## src/rtl/bank_router_pkg.sv

```systemverilog
package bank_router_pkg;

    localparam int NUM_BANKS  = 4;
    localparam int BANK_IDX_W = $clog2(NUM_BANKS);
    localparam int CODE_W     = 3;

    typedef logic [BANK_IDX_W-1:0] bank_idx_t;
    typedef logic [CODE_W-1:0]     region_code_t;

    typedef enum logic [0:0] {
        ST_ARRAY_READ = 1'b0,
        ST_JOB_ACTIVE = 1'b1
    } job_state_e;

endpackage

```

## src/rtl/bank_code_decoder.sv

```systemverilog
module bank_code_decoder
    import bank_router_pkg::*;
#(
    parameter int ADDR_W = 22,
    parameter bit UNEVEN = 1'b1
) (
    input  logic [ADDR_W-1:0] addr,
    output bank_idx_t         bank
);

    localparam int CODE_LSB = ADDR_W - CODE_W;

    region_code_t code;
    assign code = addr[ADDR_W-1:CODE_LSB];

    generate
        if (UNEVEN) begin : g_uneven
            // all-zero and all-one codes own the two small banks
            always_comb begin
                if (code == '0) begin
                    bank = bank_idx_t'(0);
                end else if (code == '1) begin
                    bank = bank_idx_t'(NUM_BANKS - 1);
                end else if (code[CODE_W-1] == 1'b0) begin
                    bank = bank_idx_t'(1);
                end else begin
                    bank = bank_idx_t'(2);
                end
            end
        end else begin : g_even
            always_comb begin
                bank = code[CODE_W-1 -: BANK_IDX_W];
            end
        end
    endgenerate

endmodule

```

## src/rtl/job_tracker.sv

```systemverilog
module job_tracker
    import bank_router_pkg::*;
(
    input  logic                 clk,
    input  logic                 rst_n,
    input  logic                 start_vld,
    input  bank_idx_t            start_bank,
    input  logic                 done_pulse,
    output logic                 job_active,
    output bank_idx_t            job_bank,
    output logic                 start_err,
    output logic [NUM_BANKS-1:0] bank_busy
);

    job_state_e state_q, state_d;
    bank_idx_t  bank_q, bank_d;

    // next-state logic, transitions named T_ACCEPT / T_FINISH / T_REFUSE / T_HOLD
    always_comb begin
        state_d = state_q;
        bank_d  = bank_q;
        unique case (state_q)
            ST_ARRAY_READ: begin
                if (start_vld) begin
                    state_d = ST_JOB_ACTIVE;   // T_ACCEPT
                    bank_d  = start_bank;
                end
            end
            ST_JOB_ACTIVE: begin
                if (done_pulse) begin
                    state_d = ST_ARRAY_READ;   // T_FINISH
                end
            end
            default: state_d = ST_ARRAY_READ;
        endcase
    end

    // state register
    always_ff @(posedge clk or negedge rst_n) begin
        if (!rst_n) begin
            state_q <= ST_ARRAY_READ;
            bank_q  <= '0;
        end else begin
            state_q <= state_d;
            bank_q  <= bank_d;
        end
    end

    // outputs
    always_comb begin
        job_active = 1'b0;
        start_err  = 1'b0;
        bank_busy  = '0;
        unique case (state_q)
            ST_ARRAY_READ: begin
                job_active = 1'b0;
            end
            ST_JOB_ACTIVE: begin
                job_active        = 1'b1;
                start_err         = start_vld;   // T_REFUSE
                bank_busy[bank_q] = 1'b1;
            end
            default: job_active = 1'b0;
        endcase
    end

    assign job_bank = bank_q;

    p_accept_r3: assert property (@(posedge clk) disable iff (!rst_n)
        (!job_active && start_vld) |=> (job_active && job_bank == $past(start_bank)));

    p_refuse_keeps_bank_r4: assert property (@(posedge clk) disable iff (!rst_n)
        (job_active && start_vld && !done_pulse) |=> (job_active && $stable(job_bank)));

    p_finish_r7: assert property (@(posedge clk) disable iff (!rst_n)
        (job_active && done_pulse) |=> (!job_active && bank_busy == '0));

    p_idle_done_ignored_r8: assert property (@(posedge clk) disable iff (!rst_n)
        (!job_active && done_pulse && !start_vld) |=> !job_active);

    p_single_busy_r9: assert property (@(posedge clk) disable iff (!rst_n)
        $onehot0(bank_busy));

endmodule

```

## src/rtl/read_steer.sv

```systemverilog
module read_steer
    import bank_router_pkg::*;
(
    input  logic                 rd_vld,
    input  bank_idx_t            rd_bank,
    input  logic [NUM_BANKS-1:0] bank_busy,
    output logic                 rd_status
);

    logic [NUM_BANKS-1:0] hit;

    generate
        for (genvar b = 0; b < NUM_BANKS; b++) begin : g_bank
            assign hit[b] = rd_vld && (rd_bank == bank_idx_t'(b)) && bank_busy[b];
        end
    endgenerate

    assign rd_status = |hit;

endmodule

```

## src/rtl/bank_concurrency_router.sv

```systemverilog
module bank_concurrency_router
    import bank_router_pkg::*;
#(
    parameter int ADDR_W = 22
) (
    input  logic              clk,
    input  logic              rst_n,
    input  logic              start_vld,
    input  logic [ADDR_W-1:0] start_addr,
    input  logic              done_pulse,
    input  logic              rd_vld,
    input  logic [ADDR_W-1:0] rd_addr,
    output logic              rd_status,
    output logic [1:0]        rd_bank,
    output logic              start_err,
    output logic              ready,
    output logic [3:0]        bank_busy
);

    bank_idx_t            start_bank;
    bank_idx_t            read_bank;
    bank_idx_t            job_bank;
    logic                 job_active;
    logic [NUM_BANKS-1:0] busy_vec;

    bank_code_decoder #(.ADDR_W(ADDR_W), .UNEVEN(1'b1)) u_start_dec (
        .addr (start_addr),
        .bank (start_bank)
    );

    bank_code_decoder #(.ADDR_W(ADDR_W), .UNEVEN(1'b1)) u_read_dec (
        .addr (rd_addr),
        .bank (read_bank)
    );

    job_tracker u_tracker (
        .clk        (clk),
        .rst_n      (rst_n),
        .start_vld  (start_vld),
        .start_bank (start_bank),
        .done_pulse (done_pulse),
        .job_active (job_active),
        .job_bank   (job_bank),
        .start_err  (start_err),
        .bank_busy  (busy_vec)
    );

    read_steer u_steer (
        .rd_vld    (rd_vld),
        .rd_bank   (read_bank),
        .bank_busy (busy_vec),
        .rd_status (rd_status)
    );

    assign rd_bank   = read_bank;
    assign ready     = !job_active;
    assign bank_busy = busy_vec;

    p_status_on_job_bank_r5: assert property (@(posedge clk) disable iff (!rst_n)
        (rd_vld && job_active && read_bank == job_bank) |-> rd_status);

    p_array_elsewhere_r6: assert property (@(posedge clk) disable iff (!rst_n)
        (rd_vld && (!job_active || read_bank != job_bank)) |-> !rd_status);

    p_ready_matches_busy_r9: assert property (@(posedge clk) disable iff (!rst_n)
        ready == (bank_busy == 4'b0000));

endmodule

```

## config.mk

```make
export PLATFORM = sky130hd
export DESIGN_NAME = bank_concurrency_router
export DESIGN_NICKNAME = d
export VERILOG_FILES = /design/src/rtl/bank_router_pkg.sv /design/src/rtl/bank_code_decoder.sv /design/src/rtl/job_tracker.sv /design/src/rtl/read_steer.sv /design/src/rtl/bank_concurrency_router.sv
export SDC_FILE = /design/constraint.sdc
export NUM_CORES = 1
export LEC_CHECK = 0
export CORE_AREA = 2 2 39 41
export DETAILED_ROUTE_END_ITERATION = 16
export DIE_AREA = 0 0 41 43
export DONT_BUFFER_PORTS = 1
export PLACE_DENSITY = 0.3
export SYNTH_ARGS = -nofsm -noshare
export SYNTH_HDL_FRONTEND = slang
export SYNTH_SLANG_ARGS = --single-unit
```

## constraint.sdc

```tcl
create_clock -name clk -period 1.2 [get_ports clk]
set_clock_uncertainty 0.15 [all_clocks]
set_input_delay 0 -clock clk [delete_from_list [all_inputs] [get_ports clk]]
set_output_delay 0 -clock clk [all_outputs]
set_load 0.02 [all_outputs]
```

; After elaboration in Yosys (flattened, before gate mapping)
; Index checks and enable logic that the tools add are counted.
[totals]
output_inout_bits = 9
word_cells = 39
regBits = 3
inputBits = 49
[classes]
reduce_logical = 15
bitwise = 1
order_cmp = 2
n_mux = 14
eq_ne = 5
[op_table]
columns = cell, count
row1 = 2-to-1 mux 2 bit, 6
row2 = logical AND 1 bit, 9
row3 = equality test 3 bit (second input constant), 2
row4 = logical NOT 3 bit, 2
row5 = equality test 2 bit (second input constant), 2
row6 = 2-to-1 mux 1 bit, 4
row7 = 2-to-1 mux 4 bit, 1
row8 = case mux 1 bit (2 select lines), 2
row9 = OR reduction 4 bit, 1
row10 = less-than comparator 2 x 3 -> 1 bit (second input constant), 1
row11 = demux 1 bit (select 2 bit), 1
row12 = equality test 2 x 1 -> 1 bit (second input constant), 1
row13 = >= comparator 2 x 1 -> 1 bit (second input constant), 1
row14 = logical NOT 2 bit, 1
row15 = AND reduction 2 bit, 1
row16 = logical NOT 1 bit, 1
row17 = inverter 1 bit, 1

; Depth between registers and ports, before layout
[logic_depth]
ltp_word = 7
mapped_depth = 4
mapped_depth_nobuf = 3

; Cells and area by module
; A second synthesis with hierarchy kept.
[hier_totals]
cells_unflattened = 23
area_unflattened_um2 = 225.2
[by_module_without_submodules]
columns = module, cells_per_inst, instances, seq_area_each_um2, area_each_um2
row1 = job_tracker, 14, 1, 75.1, 155.1
row2 = bank_code_decoder, 3, 2, 0.0, 18.8
row3 = read_steer, 2, 1, 0.0, 28.8
row4 = bank_concurrency_router, 1, 1, 0.0, 3.8

; Worst setup path before layout
; Ideal clock, no wire load.
[synth_path]
path_kind = register to output
startpoint = register u_tracker.bank_q[1] (netlist: u_tracker.job_bank[1])
endpoint = output port rd_status
path_stages_with_launch = 4
arrival_time_ns = 1.288
path_slack_ns = -0.238
n_path_buf = 1
t_required_ns = 1.050
path_cell_list = dfrtp_1 -> buf_6 -> o311a_1 -> nor3_1
[synth_via]
elab_chain_len = 7
elab_cells_between_ends = 11
cone_classes = 2 x order compare / 3 x mux / 6 x reduce/logical
[synth_lines]
columns = item, line_no
row1 = "start, declared", job_tracker.sv:16  ; bank_idx_t bank_q, bank_d;
row2 = "start signal, assigned", job_tracker.sv:45  ; bank_q <= bank_d;
row3 = less-than comparator 2 x 3 -> 1 bit (implied by the code) / >= comparator 2 x 1 -> 1 bit (equally long branches), job_tracker.sv:61  ; bank_busy[bank_q] = 1'b1;
row4 = logical AND 1 bit (implied by the code), job_tracker.sv:61
row5 = 2-to-1 mux 1 bit (implied by the code), job_tracker.sv:61
row6 = demux 1 bit (select 2 bit) (*), n/a
row7 = 2-to-1 mux 4 bit (*), job_tracker.sv:54  ; unique case (state_q)
row8 = logical AND 1 bit, read_steer.sv:14  ; assign hit[b] = rd_vld && (rd_bank == bank_idx_t'(b)) && bank_busy[b];
row9 = OR reduction 4 bit (*), read_steer.sv:18  ; assign rd_status = |hit;
row10 = "end, declared", bank_concurrency_router.sv:13  ; output logic rd_status,
; Mark *: on every way between the ends. The rest lies on a longest branch, timed or not.

; Worst setup path after layout
; Same ends and word-level chain as after synthesis.

==> impl_metrics.csv <==
group,metric,value,unit
clocking,clock_path_buffers,2,
yosys,syn_nets,77,
timing,drv_slew,0,
yosys,yosys_register_bits,3,
power,pwr-share-seq,25.7,%
status,violations,"setup timing",
grt,grt_pass1_vias,265,
power,p_switching,0.2227,mW
die,num_io_pins,58,
yosys,syn_inst,28,
setup_path,critPathKind,"reg -> out",
power,powerDensity,1319,nW/um^2
grt,grt-ovfl-total,0,
timing,hold_violations,0,
placement,hpwlAfterDp,510.3,um
yosys,muxShareOfSynthArea,4.972,%
setup_path,crit_path_end_kind,"output pin",
yosys,syn_avg_cell_area,8.088,um^2
setup_path,max_stage_delay,0.43,ns
yosys,synth_compound_area_share,14.92,%
drt,vias,282,
drt,drtAntennaViolNets,0,
yosys,synth_edf_count,0,
setup_path,required,1.05,ns
yosys,synthesis.area,226.5,um^2
drt,dr.pass1.iters,2,
clocking,cts_buffers,3,
final_layout,layout-drive-gt1-share,47.92,%
yosys,synth_top_area_share,33.15,%
timing,rsz0062_at_grt,"true",
drt,drtIter0Drc,1,
timing,period_minus_slack,1.461,ns
timing,timing.final.ws_setup,-0.2609,ns
yosys,yosysTopAreaCell,"dfrtp_1",
yosys,synth_area_leaders,"dfrtp_1 (33%), o21ai_0 (6.6%), nand2_1 (6.6%), buf_6 (5.0%), maj3_2 (5.0%)",
power,combPwrFrac,45.8,%
yosys,ys_seq_area_share,33.15,%
power,p_clk_share,28.5,%
timing,period_share,121.7,%
job,max-cap-violations,0,
yosys,synthArstFlopShare,100.0,%
final_layout,area_growth,106.1,%
power,power_leakage,0.1945,nW
die,die_w,41,um
yosys,synth_cell_types,18,
clocking,cts_tree,"done",
clocking,insertion_delay,0.23,ns
die,initial_utilization,16.37,%
timing,relSlewSlack,70.88,%
die,dieHeight,43,um
final_layout,utilization,33.73,%
setup_path,start_kind,"flop",
timing,setup_viol,6,
yosys,synth_ff_type,"dfrtp_1",
yosys,yosys-top-cells-count,"nand2_1 (4), dfrtp_1 (3), o21ai_0 (3)",
die,coreArea,1384,um^2
clocking,clock_sinks,3,
placement,pre_cts_slack,-0.01623,ns
yosys,synth_top_family_by_area,"simple AND/OR/NAND/NOR gates",
timing,fmax,684.5,MHz
setup_path,cp_max_fo,5,
yosys,yosys.area_share.xor_xnor,0,%
setup_path,crit_chain,"o311a_1 -> nor3_4",
setup_path,crit_arrival,1.31,ns
grt,grt.total_usage,8.551,%
worst_hold_path,min_path_type,"in -> out",
die,fp.dieArea,1763,um^2
timing,holdWs,0.005962,ns
drt,viasPerCell,4.406,
placement,port_buffers,0,
grt,antenna_found_initial,0,
drt,wl_per_cell,10.89,um
final_layout,fin_nets,98,
yosys,synthSimpleGateAreaFrac,32.04,%
drt,routed_wirelength,697,um
clocking,htree_levels,1,
clocking,clk_pin_slew,0.04,ns
status,outcome,"finished, violations left",
clocking,clock-root-buffer,"clkbuf_4",
grt,grt_pass1_wl,1007,um
yosys,synth_most_common_cell,"nand2_1",
grt,grt_start_max_net_pins,8,
final_layout,antenna_cells,0,
setup_path,slowest_stage,"dfrtp_2",
drt,drc,0,
power,vdd_drop_max,657.4,uV
yosys,synth_fa_ha_area_share,4.972,%
timing,worstMarginPinSlew,0.4338,ns
placement,gp_congestion,0.5604,
power,p_total,0.6157,mW
yosys,ys_warn_count,0,
power,netSwitchingFraction,36.18,%
die,fp-row-count,14,
power,internal-power,0.3930,mW
## power by group through the flow
| stage | registers [mW] | clock network (mW) | logic, mW |
|---|---|---|---|
| 5_1_grt | 0.161 | 0.197 | 0.304 |
| 4_1_cts | 0.155 | 0.186 | 0.256 |
| 3_3_place_gp | 0.153 | 0 | 0.192 |
| 2_1_floorplan | 0.142 | 0 | 0.155 |
| 3_5_place_dp | 0.154 | 0 | 0.192 |
| 6_report | 0.158 | 0.175 | 0.282 |
## sequential cells by signal, indices dropped and copies added, names as in the netlist
| register | flops |
|---|---|
| u_tracker.state_q | 1 |
| u_tracker.job_bank | 2 |
## metal layers
metal,share of wire [%],up-vias,global-route usage [%]
met2,54,14,13.44
met4,0,0,4.000
met1,36,128,9.385
met3,9.5,0,3.665
met5,0,-,0
li1,-,140,-
## cell families after synthesis
kind of cell    after synthesis
fa+ha+maj                     1
compound gates                5
buf+inv                       4
flops                         3
mux                           1
simple gates                 14
## layout make-up
type,count,area (um^2)
inverters,2,10.01
repair buffers,18,166.4
multi-input cells,21,167.7
well taps,16,20.02
flip-flops and latches,3,76.32
fillers,151,917.1
clock buffers,4,26.28
## layout by cell type, fill, tap and decap left out, drive strengths merged
cell type	n
nand4	1
nor2	2
a311oi	1
nor3b	1
dfrtp	3
maj3	1
and3	1
nand2	4
nand2b	1
and2	1
o311a	1
nor4	1
nor3	2
clkbuf	4
o21ai	3
buf	10
inv	2
mux2	1
dlygate4sd3	8
## per-stage QoR
step	instances	instance area [um^2]	TNS, ns
after floorplan	28	242.7	-0.04688
after global placement	48	292.8	0
after detailed placement	48	292.8	-0.01623
after CTS	61	430.4	-0.7068
after global routing	64	466.7	-0.8651
final	64	466.7	-0.6541
## worst max-delay path, delay by kind of cell (launching register included)
family | cells | cell delay (ns)
and+or+nand+nor | 1 | 0.28
AOI/OAI and AO/OA | 1 | 0.37
DFF | 1 | 0.43
## final timing paths
| check | start | endpoint | slack (ns) | cells past startpoint |
|---|---|---|---|---|
| max in group asynchronous | rst_n | u_tracker.job_bank[1] | 0.33 | 2 |
| max | u_tracker.job_bank[1] | rd_status | -0.26 | 2 |
| min | rd_vld | rd_status | 0.006 | 2 |
| min in group asynchronous | rst_n | u_tracker.state_q | 0.41 | 2 |
| max reg2reg | u_tracker.state_q | u_tracker.job_bank[0] | 0.05 | 2 |
| min reg2reg | u_tracker.state_q | u_tracker.job_bank[1] | 0.51 | 2 |
## repair_timing
item	4_1_cts	5_1_grt
pin swaps	3	4
hold buffers	8	0
endpoints found under the setup margin	5	5
setup buffers	1	4
endpoints found under the hold margin	7	0
gates resized for setup	7	5
Power figures use the tool's default switching activity.
